$ cat src/rtl/irq_ctrl_pkg.sv
package irq_ctrl_pkg;
  localparam int unsigned OFS_ACT_IRQ   = 'h040;
  localparam int unsigned OFS_ACT_FIQ   = 'h044;
  localparam int unsigned OFS_CTRL      = 'h048;
  localparam int unsigned OFS_MASK_BASE = 'h084;
  localparam int unsigned OFS_MCLR_BASE = 'h088;
  localparam int unsigned OFS_MSET_BASE = 'h08C;
  localparam int unsigned BANK_STRIDE   = 'h020;
  localparam int unsigned OFS_LVL_BASE  = 'h100;
  localparam int unsigned SPUR_BIT      = 7;
  localparam int unsigned CTRL_REARM_IRQ = 0;
  localparam int unsigned CTRL_REARM_FIQ = 1;
  localparam int unsigned LVL_FIQ_BIT   = 0;
  localparam int unsigned LVL_PRIO_LSB  = 2;
endpackage

$ cat src/rtl/irq_mask_bank.sv
module irq_mask_bank #(
  parameter int W = 32
) (
  input  logic         clk,
  input  logic         rst,
  input  logic         wr_dir,
  input  logic         wr_set,
  input  logic         wr_clr,
  input  logic [W-1:0] wdata,
  output logic [W-1:0] mask_o
);
  always_ff @(posedge clk) begin
    if (rst)         mask_o <= '1;
    else if (wr_dir) mask_o <= wdata;
    else if (wr_set) mask_o <= mask_o | wdata;
    else if (wr_clr) mask_o <= mask_o & ~wdata;
  end
endmodule

$ cat src/rtl/irq_level_file.sv
module irq_level_file #(
  parameter int N      = 96,
  parameter int PRIO_W = 6,
  parameter int IDX_W  = 7
) (
  input  logic                  clk,
  input  logic                  rst,
  input  logic                  wr_en,
  input  logic [IDX_W-1:0]      wr_idx,
  input  logic                  wr_fiq,
  input  logic [PRIO_W-1:0]     wr_prio,
  output logic [N-1:0]          steer_o,
  output logic [N*PRIO_W-1:0]   prio_o
);
  for (genvar i = 0; i < N; i++) begin : g_ent
    always_ff @(posedge clk) begin
      if (rst) begin
        steer_o[i]                 <= 1'b0;
        prio_o[i*PRIO_W +: PRIO_W] <= '0;
      end else if (wr_en && wr_idx == IDX_W'(i)) begin
        steer_o[i]                 <= wr_fiq;
        prio_o[i*PRIO_W +: PRIO_W] <= wr_prio;
      end
    end
  end
endmodule

$ cat src/rtl/irq_arbiter.sv
module irq_arbiter #(
  parameter int N      = 96,
  parameter int PRIO_W = 6,
  parameter int IDX_W  = 7
) (
  input  logic [N-1:0]        elig,
  input  logic [N*PRIO_W-1:0] prio,
  output logic                found,
  output logic [IDX_W-1:0]    idx
);
  logic [PRIO_W-1:0] best;

  always_comb begin
    found = 1'b0;
    idx   = '0;
    best  = '1;
    for (int i = N - 1; i >= 0; i--) begin
      if (elig[i] && (!found || prio[i*PRIO_W +: PRIO_W] <= best)) begin
        found = 1'b1;
        best  = prio[i*PRIO_W +: PRIO_W];
        idx   = IDX_W'(i);
      end
    end
  end
endmodule

$ cat src/rtl/irq_vector_latch.sv
module irq_vector_latch #(
  parameter int IDX_W = 7
) (
  input  logic             clk,
  input  logic             rst,
  input  logic             rearm,
  input  logic             found,
  input  logic [IDX_W-1:0] idx,
  output logic             req_o,
  output logic [IDX_W-1:0] vec_o
);
  always_ff @(posedge clk) begin
    if (rst) begin
      req_o <= 1'b0;
      vec_o <= '0;
    end else if (rearm) begin
      req_o <= 1'b0;
    end else if (!req_o && found) begin
      req_o <= 1'b1;
      vec_o <= idx;
    end
  end
endmodule

$ cat src/rtl/banked_irq_ctrl.sv
module banked_irq_ctrl
  import irq_ctrl_pkg::*;
#(
  parameter int NUM_SRC = 96,
  parameter int DATA_W  = 32,
  parameter int PRIO_W  = 6,
  parameter int ADDR_W  = 12
) (
  input  logic               clk,
  input  logic               rst,
  input  logic               bus_wr,
  input  logic               bus_rd,
  input  logic [ADDR_W-1:0]  bus_addr,
  input  logic [DATA_W-1:0]  bus_wdata,
  output logic [DATA_W-1:0]  bus_rdata,
  input  logic [NUM_SRC-1:0] src_i,
  output logic               irq_o,
  output logic               fiq_o
);
  localparam int NUM_BANK = NUM_SRC / DATA_W;
  localparam int IDX_W    = $clog2(NUM_SRC);
  localparam logic [ADDR_W-1:0] LVL_BASE = ADDR_W'(OFS_LVL_BASE);
  localparam logic [ADDR_W-1:0] LVL_END  = ADDR_W'(OFS_LVL_BASE + 4 * NUM_SRC);

  logic [DATA_W-1:0]         bank_mask [NUM_BANK];
  logic [NUM_SRC-1:0]        mask_flat;
  logic [NUM_SRC-1:0]        steer;
  logic [NUM_SRC*PRIO_W-1:0] prio_flat;
  logic [NUM_SRC-1:0]        irq_elig, fiq_elig;
  logic                      irq_found, fiq_found;
  logic [IDX_W-1:0]          irq_idx, fiq_idx;
  logic                      irq_req, fiq_req;
  logic [IDX_W-1:0]          irq_vec, fiq_vec;
  logic                      rearm_irq, rearm_fiq;
  logic                      in_lvl;
  logic [IDX_W-1:0]          lvl_idx;
  logic [DATA_W-1:0]         act_irq_word, act_fiq_word;
  logic [DATA_W-1:0]         rd_mux;

  // mask banks
  for (genvar b = 0; b < NUM_BANK; b++) begin : g_bank
    localparam logic [ADDR_W-1:0] A_DIR = ADDR_W'(OFS_MASK_BASE + b * BANK_STRIDE);
    localparam logic [ADDR_W-1:0] A_CLR = ADDR_W'(OFS_MCLR_BASE + b * BANK_STRIDE);
    localparam logic [ADDR_W-1:0] A_SET = ADDR_W'(OFS_MSET_BASE + b * BANK_STRIDE);
    irq_mask_bank #(.W(DATA_W)) u_bank (
      .clk    (clk),
      .rst    (rst),
      .wr_dir (bus_wr && bus_addr == A_DIR),
      .wr_set (bus_wr && bus_addr == A_SET),
      .wr_clr (bus_wr && bus_addr == A_CLR),
      .wdata  (bus_wdata),
      .mask_o (bank_mask[b])
    );
    assign mask_flat[b*DATA_W +: DATA_W] = bank_mask[b];
  end

  // level words
  assign in_lvl  = (bus_addr >= LVL_BASE) && (bus_addr < LVL_END) && (bus_addr[1:0] == 2'b00);
  assign lvl_idx = IDX_W'((bus_addr - LVL_BASE) >> 2);

  irq_level_file #(.N(NUM_SRC), .PRIO_W(PRIO_W), .IDX_W(IDX_W)) u_lvl (
    .clk     (clk),
    .rst     (rst),
    .wr_en   (bus_wr && in_lvl),
    .wr_idx  (lvl_idx),
    .wr_fiq  (bus_wdata[LVL_FIQ_BIT]),
    .wr_prio (bus_wdata[LVL_PRIO_LSB +: PRIO_W]),
    .steer_o (steer),
    .prio_o  (prio_flat)
  );

  // eligibility and arbitration per path
  assign irq_elig = src_i & ~mask_flat & ~steer;
  assign fiq_elig = src_i & ~mask_flat & steer;

  irq_arbiter #(.N(NUM_SRC), .PRIO_W(PRIO_W), .IDX_W(IDX_W)) u_arb_irq (
    .elig (irq_elig), .prio (prio_flat), .found (irq_found), .idx (irq_idx)
  );
  irq_arbiter #(.N(NUM_SRC), .PRIO_W(PRIO_W), .IDX_W(IDX_W)) u_arb_fiq (
    .elig (fiq_elig), .prio (prio_flat), .found (fiq_found), .idx (fiq_idx)
  );

  assign rearm_irq = bus_wr && bus_addr == ADDR_W'(OFS_CTRL) && bus_wdata[CTRL_REARM_IRQ];
  assign rearm_fiq = bus_wr && bus_addr == ADDR_W'(OFS_CTRL) && bus_wdata[CTRL_REARM_FIQ];

  irq_vector_latch #(.IDX_W(IDX_W)) u_hold_irq (
    .clk (clk), .rst (rst), .rearm (rearm_irq), .found (irq_found),
    .idx (irq_idx), .req_o (irq_req), .vec_o (irq_vec)
  );
  irq_vector_latch #(.IDX_W(IDX_W)) u_hold_fiq (
    .clk (clk), .rst (rst), .rearm (rearm_fiq), .found (fiq_found),
    .idx (fiq_idx), .req_o (fiq_req), .vec_o (fiq_vec)
  );

  assign irq_o = irq_req;
  assign fiq_o = fiq_req;

  // vector words
  always_comb begin
    act_irq_word = '0;
    act_fiq_word = '0;
    if (irq_req) act_irq_word[IDX_W-1:0] = irq_vec;
    else         act_irq_word[SPUR_BIT]  = 1'b1;
    if (fiq_req) act_fiq_word[IDX_W-1:0] = fiq_vec;
    else         act_fiq_word[SPUR_BIT]  = 1'b1;
  end

  // read mux
  always_comb begin
    rd_mux = '0;
    if (bus_addr == ADDR_W'(OFS_ACT_IRQ)) rd_mux = act_irq_word;
    if (bus_addr == ADDR_W'(OFS_ACT_FIQ)) rd_mux = act_fiq_word;
    for (int b = 0; b < NUM_BANK; b++) begin
      if (bus_addr == ADDR_W'(OFS_MASK_BASE + b * BANK_STRIDE) ||
          bus_addr == ADDR_W'(OFS_MCLR_BASE + b * BANK_STRIDE) ||
          bus_addr == ADDR_W'(OFS_MSET_BASE + b * BANK_STRIDE))
        rd_mux = bank_mask[b];
    end
    if (in_lvl) begin
      rd_mux[LVL_FIQ_BIT]               = steer[lvl_idx];
      rd_mux[LVL_PRIO_LSB +: PRIO_W]    = prio_flat[lvl_idx*PRIO_W +: PRIO_W];
    end
  end

  always_ff @(posedge clk) begin
    if (rst)         bus_rdata <= '0;
    else if (bus_rd) bus_rdata <= rd_mux;
  end
endmodule

$ cat config.mk
export PLATFORM = sky130hd
export DESIGN_NAME = banked_irq_ctrl
export DESIGN_NICKNAME = d
export VERILOG_FILES = /design/src/rtl/irq_ctrl_pkg.sv /design/src/rtl/irq_mask_bank.sv /design/src/rtl/irq_level_file.sv /design/src/rtl/irq_arbiter.sv /design/src/rtl/irq_vector_latch.sv /design/src/rtl/banked_irq_ctrl.sv
export SDC_FILE = /design/constraint.sdc
export NUM_CORES = 2
export LEC_CHECK = 0
export BUFFER_PORTS_ARGS = -buffer_cell sky130_fd_sc_hd__buf_2
export CORE_MARGIN = 5
export CORE_UTILIZATION = 45
export CTS_CLUSTER_SIZE = 20
export DETAILED_ROUTE_END_ITERATION = 7
export HOLD_SLACK_MARGIN = 0.12
export PLACE_DENSITY_LB_ADDON = 0.08
export SYNTH_ARGS = -nofsm -noshare
export SYNTH_HDL_FRONTEND = slang
export SYNTH_SLANG_ARGS = --single-unit
$ cat constraint.sdc
create_clock -name clk -period 205 [get_ports clk]
set_input_delay 10.25 -clock clk [delete_from_list [all_inputs] [get_ports clk]]
set_output_delay 10.25 -clock clk [all_outputs]
set_load 0.03 [all_outputs]
==> key figures <==
Flow run
  – Max cap viols: 1

CTS
  – Clock buffer count from CTS: 97
  – Root Buffer: clkbuf_16
  – Clock buffer depth: 3
  – CTS H-tree lvls: 3
  – Hold_buf cts: 0
  – Worst skew pair latency: 0.77 ns
  – Worst-path clk slew: 0.06 ns
  – Clock sinks: 816
  – CTS tree: yes

STA
  – Hold violation count in the final report: 0
  – Final min period: 193.89 ns
  – Fmax: 0.005158 GHz
  – Worst slew pin tran: 1.543 ns
  – Fin. max-slew vios: 2
  – Rel. slew slack: -3.973%
  – Crit share post-route: 94.58%
  – Hold slack: 0.4511 ns
  – Clock Skews: 0.05002 ns
  – Setup Viol. Count Final: 0

Route
  – Post-DR vias/cell: 6.661
  – DRT Pass-1 Iters: 7
  – Routed len/inst: 27.76 um
  – Final wirelength: 502100 um
  – Routed Antenna Nets: 0
  – Vias: 120500
  – DR DRC count: 0
  – DR iter-0 viols: 12270

Floorplanning
  – # IOs: 178
  – Die Y: 509.5 um
  – Die Area: 259600 um^2
  – DIE WIDTH: 509.5 um
  – Core area: 248400 um^2
  – Initial Utilization: 45.19%
  – FP Rows: 183

Worst setup path
  – Worst Path Max Fanout: 16
  – CP endpoint kind: flop
  – WP data required: 205.66 ns
  – R2R setup slack: 20.03 ns
  – Crit path arrival time: 194.54 ns
  – Crit-path slowest cell: or4_1
  – Startpoint types: input pin
  – Top cell by count, worst path: ha_1
  – Critical path class: in -> reg
  – CP max stage delay: 0.59 ns
  – Critical path startpoint: src_i[95]
  – R2r startpoint: u_lvl.steer_o[95]

Min path
  – Min-delay src: u_hold_irq.vec_o[5]
  – Hold crit path type: reg -> reg

Logic synthesis
  – EDFF count, synth: 0
  – Ys async rst share: 0%
  – Ys flop type: dfxtp_1
  – Yosys warning count: 0
  – #FFs+latches synth: 816
  – Syn avg cell area: 7.685 um^2
  – Post-Syn Area: 112300 um^2
  – Cell count after synthesis: 14610
  – Post-Syn Nets: 15520
  – Sequential share of the synthesized area: 14.55%
  – Netlist cell types: 237

Power
  – Clock group share of total power: 49.7%
  – Leakage power: 48.18 nW
  – Seq pwr share: 42.7%
  – Combinational share of power: 7.7%
  – Internal: 272.3 uW
  – Maximum VDD drop: 5.711 uV
  – Net Sw Frac: 27.11%
  – Psw: 101.3 uW
  – Pwr dens: 3.106 nW/um^2
  – Pwr Total: 373.7 uW

Global route
  – Total grt overflow: 0
  – Antenna violations before repair: 65
  – First-pass GRT wire length: 730500 um
  – Vias in the first global route: 110600
  – GRT Overall Usage: 36.44%
  – Largest net degree at the start of global routing: 199

Finish
  – Area of the multi-input gates: 89190 um^2
  – Area growth syn-to-layout: 7.165%
  – Commonest non-fill, non-tap cell in the layout: nand2_1
  – Final net count: 15530
  – # fillers: 24950
  – Layout cell share with drive strength beyond 1: 21.49%
  – Most frequent cells in the layout: nand2_1 (2388), a21oi_1 (1233), nor2_1 (1018)
  – FF+latch area: 16340 um^2

Placement
  – PortBufs: 177
  – Gp weighted congestion: 1.003
  – Detailed placement HPWL: 392800 um

Outcome
  – Outcome: complete, but fails checks
  – Failing checks: max-capacitance violations, max-slew violations
-- layout make-up --
class	count	area share (%)
Clock inverter	40	0.4545
Clock buffer	137	2.318
Sequential cell	816	13.58
Inverter	735	2.293
Timing Repair Buffer	626	3.625
Multi-Input combinational cell	12340	74.13
Antenna cell	66	0.1373
Tap cell	3330	3.463
-- kinds of logic (layout without fill, tap and decap cells) --
family	count (synthesis)	count (layout)	share of synthesized area (%)
AOI/OAI and AO/OA	4777	4781	31.67
adders and majority gates	806	806	8.915
buffers and inverters	1459	1538	7.490
muxes	677	677	8.902
other	0	66	0
DFF	816	816	14.55
and+or+nand+nor	5886	5887	26.91
xor gates and xnor gates	188	188	1.564
-- metrics by stage --
step                      TNS (ns)  area, um^2  cells  setup WS, ns  util, %
after floorplan                  0      112300  14610         24.02        -
after global placement      -51.30      114500  17730        -7.634    46.10
after detailed placement    -58.37      114500  17730        -8.664    46.10
after CTS                        0      118200  17920        0.1225    47.56
after global routing       -0.7267      120300  18070       -0.2641    48.41
final                            0      120300  18090         11.11    48.43
-- worst paths after layout --
check / end / cells after the start
max: u_hold_irq.vec_o[6] / 909
min: u_hold_irq.vec_o[5] / 2
max reg2reg: u_hold_irq.vec_o[6] / 868
min reg2reg: u_hold_irq.vec_o[5] / 2
-- cell usage after synthesis, types with 103 or more instances --
cell,n,share of area [%]
a211oi_1,143,0.96
a21o_2,120,0.94
a21oi_1,1261,5.6
a31oi_1,229,1.3
clkbuf_1,314,1.0
clkbuf_8,201,2.5
dfxtp_1,816,15
ha_1,768,8.6
inv_1,729,2.4
mux2_2,145,1.5
mux2i_1,246,2.2
mux4_2,211,4.2
nand2_1,2400,8.0
nand3_1,505,2.3
nand3b_1,103,0.69
nand4_1,190,1.1
nor2_1,1037,3.5
nor3_1,294,1.3
o211ai_1,131,0.88
o21ai_0,884,3.9
xnor2_1,144,1.1
-- timing repair --
item,CTS,global route
pin swaps,4,66
setup buffers,8,100
endpoints found under the setup margin,7,14
gates cloned,0,5
resized for setup,49,292
hold endpoints to repair,0,0
-- power groups by stage --
stage          Sequential, mW  Clock [mW]  Combinational [mW]
2_1_floorplan           0.163           0              0.0162
4_1_cts                 0.159       0.187              0.0279
5_1_grt                 0.159       0.192              0.0299
3_3_place_gp            0.163           0              0.0275
3_5_place_dp            0.163           0              0.0278
6_report                0.159       0.186              0.0287
-- worst max-delay path, delay by kind of cell --
kind	cells	cell delay, ns
AOI/OAI and AO/OA	470	100.47
and+or+nand+nor	242	43.78
adders and majority gates	109	32.15
muxes	43	12.61
buffers and inverters	45	3.98
-- routing by layer --
metal  GRT usage [%]  share of wire (%)  vias to the layer above
met3           5.359                7.9                      975
met2           57.09                 44                     5499
met1           48.58                 42                    58890
met4           18.98                5.8                       30
met5               0              0.039                        -
li1                -                  -                    55100
No activity file was read; power rests on OpenSTA's default activity.
